File: src/rtl/irqv_pkg.sv
package irqv_pkg;
  localparam int ST_W      = 32;
  localparam int INT_SRC   = 15;
  localparam int EXT_BASE  = 16;
  localparam int IDX_W     = 6;
  localparam logic [IDX_W-1:0] IDX_STATUS = 6'd0;
  localparam logic [IDX_W-1:0] IDX_PEND   = 6'd1;
  localparam logic [IDX_W-1:0] IDX_ENABLE = 6'd2;
  localparam logic [IDX_W-1:0] IDX_CLEAR  = 6'd3;
  localparam logic [IDX_W-1:0] IDX_MODE   = 6'd4;
  localparam logic [1:0]       ACK_TAKEN  = 2'b01;
endpackage

File: src/rtl/irqv_status.sv
module irqv_status
  import irqv_pkg::*;
#(
  parameter int EXT_NUM = 16
) (
  input  logic            clk,
  input  logic            rst_n,
  input  logic [ST_W-1:0] evt_set,
  input  logic [ST_W-1:0] clr,
  input  logic            en_wr,
  input  logic [ST_W-1:0] en_data,
  output logic [ST_W-1:0] status,
  output logic [ST_W-1:0] pending
);
  localparam logic [ST_W-1:0] EXT_MASK = ((32'd1 << EXT_NUM) - 32'd1) << EXT_BASE;
  localparam logic [ST_W-1:0] VALID    = EXT_MASK | 32'h0000_7FFF;

  logic [ST_W-1:0] enable;

  always_ff @(posedge clk) begin
    if (!rst_n) begin
      status <= '0;
      enable <= '0;
    end else begin
      status <= ((status & ~clr) | evt_set) & VALID;
      if (en_wr) enable <= en_data & VALID;
    end
  end

  assign pending = status & enable;


  status_rise_chk: assert property (@(posedge clk) disable iff (!rst_n)
    1'b1 |=> ((status & ~$past(status) & ~$past(evt_set)) == '0));

  clear_chk: assert property (@(posedge clk) disable iff (!rst_n)
    (clr != '0) |=> ((status & $past(clr & ~evt_set)) == '0));

  evt_wins_chk: assert property (@(posedge clk) disable iff (!rst_n)
    ((evt_set & VALID) != '0) |=> ((status & $past(evt_set & VALID)) == $past(evt_set & VALID)));
endmodule

File: src/rtl/irqv_vector.sv
module irqv_vector
  import irqv_pkg::*;
#(
  parameter int HAS_FAST = 1,
  parameter int ADDR_W   = 32
) (
  input  logic              clk,
  input  logic              rst_n,
  input  logic              reg_wr,
  input  logic [IDX_W-1:0]  reg_addr,
  input  logic [ST_W-1:0]   reg_wdata,
  input  logic [ST_W-1:0]   pending,
  input  logic [1:0]        irq_ack,
  output logic [ST_W-1:0]   win_oh,
  output logic [ST_W-1:0]   fast_clr,
  output logic [ADDR_W-1:0] irq_addr
);
  localparam int SEL_W = $clog2(ST_W);

  generate
    if (HAS_FAST != 0) begin : g_fast
      logic [ST_W-1:0]   mode;
      logic [ADDR_W-1:0] vec [ST_W];
      logic [ST_W-1:0]   cand;
      logic [SEL_W-1:0]  sel;

      always_ff @(posedge clk) begin
        if (!rst_n) begin
          mode <= '0;
          for (int i = 0; i < ST_W; i++) vec[i] <= '0;
        end else if (reg_wr) begin
          if (reg_addr == IDX_MODE) mode <= reg_wdata;
          if (reg_addr[IDX_W-1]) vec[reg_addr[SEL_W-1:0]] <= reg_wdata[ADDR_W-1:0];
        end
      end

      assign cand = pending & mode;

      always_comb begin
        sel = '0;
        for (int i = ST_W - 1; i >= 0; i--) if (cand[i]) sel = SEL_W'(i);
      end

      assign win_oh   = (cand != '0) ? (ST_W'(1) << sel) : '0;
      assign irq_addr = (cand != '0) ? vec[sel] : '0;
      assign fast_clr = (irq_ack == ACK_TAKEN) ? win_oh : '0;


      winner_lowest_chk: assert property (@(posedge clk) disable iff (!rst_n)
        $onehot0(win_oh) && ((win_oh & ~cand) == '0) && ((cand & (win_oh - 1'b1)) == '0));
    end else begin : g_plain
      assign win_oh   = '0;
      assign irq_addr = '0;
      assign fast_clr = '0;
    end
  endgenerate
endmodule

File: src/rtl/irqv_ctrl.sv
module irqv_ctrl
  import irqv_pkg::*;
#(
  parameter int EXT_NUM  = 16,
  parameter int ADDR_W   = 32,
  parameter int HAS_FAST = 1
) (
  input  logic               clk,
  input  logic               rst_n,
  input  logic               reg_wr,
  input  logic [5:0]         reg_addr,
  input  logic [31:0]        reg_wdata,
  output logic [31:0]        reg_rdata,
  input  logic [14:0]        int_evt,
  input  logic [EXT_NUM-1:0] ext_evt,
  output logic               irq,
  output logic [ADDR_W-1:0]  irq_addr,
  input  logic [1:0]         irq_ack
);
  logic [ST_W-1:0] evt_set, clr, status, pending, win_oh, fast_clr, wr_clr;

  always_comb begin
    evt_set = '0;
    evt_set[INT_SRC-1:0] = int_evt;
    evt_set[EXT_BASE +: EXT_NUM] = ext_evt;
  end

  assign wr_clr = (reg_wr && reg_addr == IDX_CLEAR) ? reg_wdata : '0;
  assign clr    = wr_clr | fast_clr;

  irqv_status #(.EXT_NUM(EXT_NUM)) i_status (
    .clk(clk), .rst_n(rst_n), .evt_set(evt_set), .clr(clr),
    .en_wr(reg_wr && reg_addr == IDX_ENABLE), .en_data(reg_wdata),
    .status(status), .pending(pending)
  );

  irqv_vector #(.HAS_FAST(HAS_FAST), .ADDR_W(ADDR_W)) i_vector (
    .clk(clk), .rst_n(rst_n), .reg_wr(reg_wr), .reg_addr(reg_addr),
    .reg_wdata(reg_wdata), .pending(pending), .irq_ack(irq_ack),
    .win_oh(win_oh), .fast_clr(fast_clr), .irq_addr(irq_addr)
  );

  assign irq = |pending;

  always_comb begin
    unique case (reg_addr)
      IDX_STATUS: reg_rdata = status;
      IDX_PEND:   reg_rdata = pending;
      default:    reg_rdata = '0;
    endcase
  end


  ack_taken_chk: assert property (@(posedge clk) disable iff (!rst_n)
    (irq_ack == ACK_TAKEN && win_oh != '0) |=> ((status & $past(win_oh & ~evt_set)) == '0));

  irq_needs_status_chk: assert property (@(posedge clk) disable iff (!rst_n)
    irq |-> (status != '0));
endmodule

File: config.mk
export PLATFORM = sky130hd
export DESIGN_NAME = irqv_ctrl
export DESIGN_NICKNAME = d
export VERILOG_FILES = /design/src/rtl/irqv_pkg.sv /design/src/rtl/irqv_status.sv /design/src/rtl/irqv_vector.sv /design/src/rtl/irqv_ctrl.sv
export SDC_FILE = /design/constraint.sdc
export NUM_CORES = 2
export LEC_CHECK = 0
export ABC_CLOCK_PERIOD_IN_PS = 5400
export BUFFER_PORTS_ARGS = -buffer_cell sky130_fd_sc_hd__buf_2
export CAP_MARGIN = 20
export CORE_MARGIN = 2
export CORE_UTILIZATION = 30
export DETAILED_ROUTE_END_ITERATION = 10
export PLACE_DENSITY_LB_ADDON = 0.25
export SLEW_MARGIN = 20
export SYNTH_ARGS = -nofsm -noshare
export SYNTH_HDL_FRONTEND = slang
export SYNTH_SLANG_ARGS = --single-unit
File: constraint.sdc
create_clock -name clk -period 5.4 [get_ports clk]
set_input_delay 0.81 -clock clk [delete_from_list [all_inputs] [get_ports clk]]
set_output_delay 0.81 -clock clk [all_outputs]
set_load 0.01 [all_outputs]
Word-level counts from Yosys, hierarchy flattened
Memory sizes are Yosys's and may differ from the RTL's.
Index checks and enable logic that the tools add are counted.
- equal/unequal tests: 5
- shift-type cells: 1
- multiplexer cells: 45
- bitwise gates (word level): 6
- reductions and logical operators: 7
- operator list (kind ; count):
    5-bit two-way mux ; 33
    32-bit two-way mux ; 5
    32-bit AND ; 3
    32-bit OR ; 2
    32-bit one-hot mux with 2 select lines ; 1
    32-bit OR reduction ; 2
    32-bit inverter ; 1
    32-bit nonzero test ; 1
    1-bit by 5-bit left shift with 32-bit output, first input constant ; 1
    6-bit by 2-bit == test with 1-bit output, second input constant ; 2
    6-bit by 1-bit == test with 1-bit output, second input constant ; 1
    6-bit by 3-bit == test with 1-bit output, second input constant ; 1
    6-bit zero test ; 1
    1-bit two-way mux ; 6
    2-bit by 1-bit == test with 1-bit output, second input constant ; 1
    1-bit logical AND ; 2
    2-bit AND reduction ; 1
- register bits after elaboration: 95
- RAM bits: 1024
- input bits: 74
- output and inout port bits: 65
- logic and storage cells: 69
- memories kept: 1
- memories (memory ; depth ; width ; rd ports ; clocked after Yosys merged registers in ; wr ports ; RTL line ; source):
    i_vector.g_fast.vec ; 32 ; 32 ; 1 ; 0 ; 32 ; irqv_vector.sv:23 ; logic [ADDR_W-1:0] vec [ST_W];

Depth between registers and ports, before layout
- word-level depth: 41
- gate-level depth with buffers: 14

Modules after synthesis
From an unflattened synthesis, not the netlist that was laid out.
- cell total of the unflattened synthesis: 4627
- area total of the unflattened synthesis: 52859.4 sq um
- modules (own cells, without submodules) (module ; times used ; cells each ; area an instance (sq um) ; seq. area each (sq um)):
    irqv_vector ; 1 ; 4272 ; 49466.2 ; 31390.1
    irqv_status ; 1 ; 231 ; 2487.4 ; 1241.2
    irqv_ctrl ; 1 ; 124 ; 905.9 ; 0.0

Worst setup path before layout
Ideal clock, no wire load.
- path type: input to register
- from: input rst_n
- to: memory i_vector.g_fast.vec[14][0], enable pin
- arrival time: 4.099 ns
- data required time: 4.934 ns
- setup slack: 0.835 ns
- stages on the path: 6
- path buffers: 3
- cell sequence: clkbuf_1 > nand4_1 > or2_2 > clkbuf_1 > clkbuf_1 > o21ai_0
- RTL lines (what ; RTL line ; source):
    start, declared ; irqv_ctrl.sv:9 ; input logic rst_n,
    end, declared ; irqv_vector.sv:23 ;

Final worst setup path
- from: register i_status.status[31]
- to: output irq_addr[9]
- word-level cells in the longest chain between the ends: 36
- elaborated cells between the ends (all ways): 37
- classes of those cells: mux (33); bitwise (2); reduce/logical (1); memory (1)
- RTL lines (what ; RTL line ; source):
    start, declared ; irqv_status.sv:12 ; output logic [ST_W-1:0] status,
    start signal, assigned ; irqv_status.sv:25 ; status <= ((status & ~clr) | evt_set) & VALID;
    32-bit AND (*) ; irqv_status.sv:30 ; assign pending = status & enable;
    32-bit AND (*) ; irqv_vector.sv:37 ; assign cand = pending & mode;
    5-bit two-way mux (32 in a row) ; irqv_vector.sv:41 ; for (int i = ST_W - 1; i >= 0; i--) if (cand[i]) sel = SEL_W'(i);
    memory read 32 x 32 bit ; n/a ;
    32-bit two-way mux (*) ; irqv_vector.sv:45 ; assign irq_addr = (cand != '0) ? vec[sel] : '0;
    end, declared ; irqv_ctrl.sv:17 ; output logic [ADDR_W-1:0] irq_addr,
Every way passes the cells marked *; elsewhere a longest branch is shown, timed or not.

==> flow_metrics.env <==
export IMPL_finalSetupViolCount=0
export IMPL_vias=34549
export IMPL_period_needed_ns=5.37
export IMPL_seqPwrFrac=0.534
export IMPL_ir_drop_mv=0.238
export IMPL_coreArea_um2=165000
export IMPL_p_leak_nw=20.2
export IMPL_grt_pass1_wl_um=260000
export IMPL_grt_start_max_net_pins=63
export IMPL_maxCapViolations=0
export IMPL_cts_buffers=117
export IMPL_reg2reg_depth=11
export IMPL_grt_pass1_vias=33726
export IMPL_h_tree_depth=3
export IMPL_dr_pass1_iters=6
export IMPL_period_share=0.995
export IMPL_detail_route_antenna_nets=0
export IMPL_crit_chain="and3_1 -> a211oi_2 -> o211ai_1 -> a2111oi_4 -> o21ai_4 -> nand2_8 -> buf_4 -> o22ai_1 -> nor3_1 -> nor3_1 -> nor4_2 -> buf_2"
export IMPL_clk_pin_slew_ns=0.06
export IMPL_min_to="i_status.status[13]$_SDFF_PN0_"
export IMPL_fmax_mhz=186
export IMPL_drt_total_wl_um=186000
export IMPL_holdPathStages=2
export IMPL_yosys_top_cells_area="edfxtp_1, and2_1, o22ai_1"
export IMPL_nets=4245
export IMPL_vias_per_cell=5.34
export IMPL_track_usage=0.213
export IMPL_cts_buffer_depth=3
export IMPL_wl_per_cell_um=28.8
export IMPL_yosysTopAreaCell="edfxtp_1"
export IMPL_synth_cell_types=62
export IMPL_fill_cells=16024
export IMPL_finalHoldViolCount=0
export IMPL_pre_cts_slack_ns=0.388
export IMPL_worstPathRequired_ns=4.59
export IMPL_utilization=0.355
export IMPL_total_power_w=0.0187
export IMPL_crit_fanout=10
export IMPL_antenna_found_initial=28
export IMPL_cp_common_cell="nor3_1"
export IMPL_r2r_end="i_status.status[26]$_SDFF_PN0_"
export IMPL_tns_ns=0
export IMPL_synth_edff_count=1024
export IMPL_slowest_stage="a2111oi_4"
export IMPL_grt_overflow=0
export IMPL_synth_ff_type="edfxtp_1"
export IMPL_cp_top_family="simple AND/OR/NAND/NOR gates"
export IMPL_port_buffers=137
export IMPL_swShare=0.227
export IMPL_cp_arrival_ns=4.56
export IMPL_dieArea_um2=170000
export IMPL_startpoint_type="flop"
export IMPL_relSlewSlack=0.236
export IMPL_cts_root_buf="clkbuf_16"
export IMPL_yosysMostFrequentCell="and2_1"
export IMPL_syn_area_um2=50100
export IMPL_clock_sinks=1117
export IMPL_fin_ws_ns=0.0294
export IMPL_hold_path_class="input pin to flop"
export IMPL_post_synth_top_area_fraction=0.614
export IMPL_status="finished clean"
export IMPL_switchingPower_w=0.00425
export IMPL_crit_buf_inv=2
export IMPL_rrSetupSlack_ns=1.95
export IMPL_crit_path_max_incr_delay_ns=0.60
export IMPL_clock_skew_final_ns=0.0104
export IMPL_clockPowerShare=0.423
export IMPL_syn_num_nets=4137
export IMPL_die_x_um=413
export IMPL_synthCells=4063
export IMPL_die_height_um=413
export IMPL_worst_pin_slew_ns=1.15
export IMPL_ys_warn_count=0
export IMPL_end_kind="output port"
export IMPL_syn_area_per_cell_um2=12.3
export IMPL_crit_type="flop to output port"
export IMPL_synth_seq_cells=1117
export IMPL_initial_core_util=0.303
export IMPL_drv_slew=0
export IMPL_drc=0
export IMPL_drt_first_iter_violations=4054
export IMPL_dpl_hpwl_um=111000
export IMPL_clk_latency_ns=0.74
export IMPL_seq_area_frac_synth=0.651
export IMPL_hold_start="int_evt[13]"
export IMPL_ios=139
export IMPL_row_count=149
export IMPL_synthTopCellsByCount="and2_1, edfxtp_1, o22ai_1"
export IMPL_comb_power_share=0.043
export IMPL_area_growth_pct=17.0
export IMPL_drive_gt1_frac=0.168
export IMPL_powerDensity_nw_per_um2=319
export IMPL_async_reset_ff_frac=0
export IMPL_r2r_start="i_status.status[4]$_SDFF_PN0_"
export IMPL_routabilityCongestion=0.859
export IMPL_internal_power_w=0.0145
export IMPL_cts_tree="yes"
## cell families after synthesis
family,after synthesis,share of synthesized area
DFF,1117,0.651
and+or+nand+nor,1651,0.189
other,1,0.0000748
muxes,34,0.00697
buffers and inverters,405,0.0354
AOI/OAI and AO/OA,855,0.118
## power groups by stage
stage | combinational [W] | sequential [W] | clock, W
floorplan | 0.000364 | 0.0101 | 0
global placement | 0.000800 | 0.0102 | 0
detailed placement | 0.000804 | 0.0102 | 0
CTS | 0.000807 | 0.00998 | 0.00801
global route | 0.000839 | 0.0100 | 0.00833
finish | 0.000806 | 0.00998 | 0.00792
## stage by stage
step                instance area [µm²]  hold slack, ns  instances
finish                            58600           0.274       6466
global route                      58600           0.267       6460
CTS                               58200           0.230       6443
detailed placement                54200           0.462       6209
global placement                  54200           0.453       6209
floorplan                         50100           0.439       4063
## per-layer routing
layer  vias to the layer above  global-route usage  share of wire
met4                        12              0.0779          0.039
met3                       290              0.0290          0.074
met1                     17568               0.283           0.41
li1                      15217                   -              -
met5                         -                   0        0.00041
met2                      1462               0.353           0.47
## cell type report
type                       instances  area (µm²)  area share
tap                             2189        2740      0.0467
antenna                            9        22.5    0.000384
clock buffer                     141        3120      0.0533
multi-input combinational       2544       16600       0.283
inverter                          11        41.3    0.000704
sequential                      1117       32600       0.556
timing repair buffer             380        2920      0.0498
clock inverter                    75         568     0.00969
## cell usage in the layout, fill, tap and decap left out, types with 37 or more instances in the layout
master        n
clkbuf_16   122
buf_4       210
buf_2       136
a21boi_0     94
nand2_1     254
dfxtp_1      93
nand3_1      37
a21oi_1      38
nor3_1      178
and2_1     1030
o22ai_1     381
o221ai_1     90
edfxtp_1   1024
## how the worst max path moves through the flow
stage,depth (start not counted),start,endpoint
global placement,12,i_status.status[4]$_SDFF_PN0_,irq_addr[9]
CTS,14,i_status.enable[26]$_SDFFE_PN0P_,irq_addr[29]
finish,12,i_status.status[31]$_SDFF_PN0_,irq_addr[9]
global route,14,i_status.enable[27]$_SDFFE_PN0P_,irq_addr[11]
floorplan,6,rst_n,i_vector.g_fast.vec[14][0]$_SDFFCE_PN0P_
detailed placement,12,i_status.status[4]$_SDFF_PN0_,irq_addr[9]
## state kept, by name, indices dropped and copies added (netlist names)
name	count
i_status.enable	31
i_vector.g_fast.vec	1024
i_vector.g_fast.mode	31
i_status.status	31
## timing repair
action | CTS | global route
setup buffers | 17 | 10
pin swaps | 7 | 12
gates cloned | 1 | 4
endpoints found under the setup margin | 31 | 30
resized for setup | 28 | 46
hold buffers | 0 | 0
Note: power is estimated with default switching activity, not from simulation.
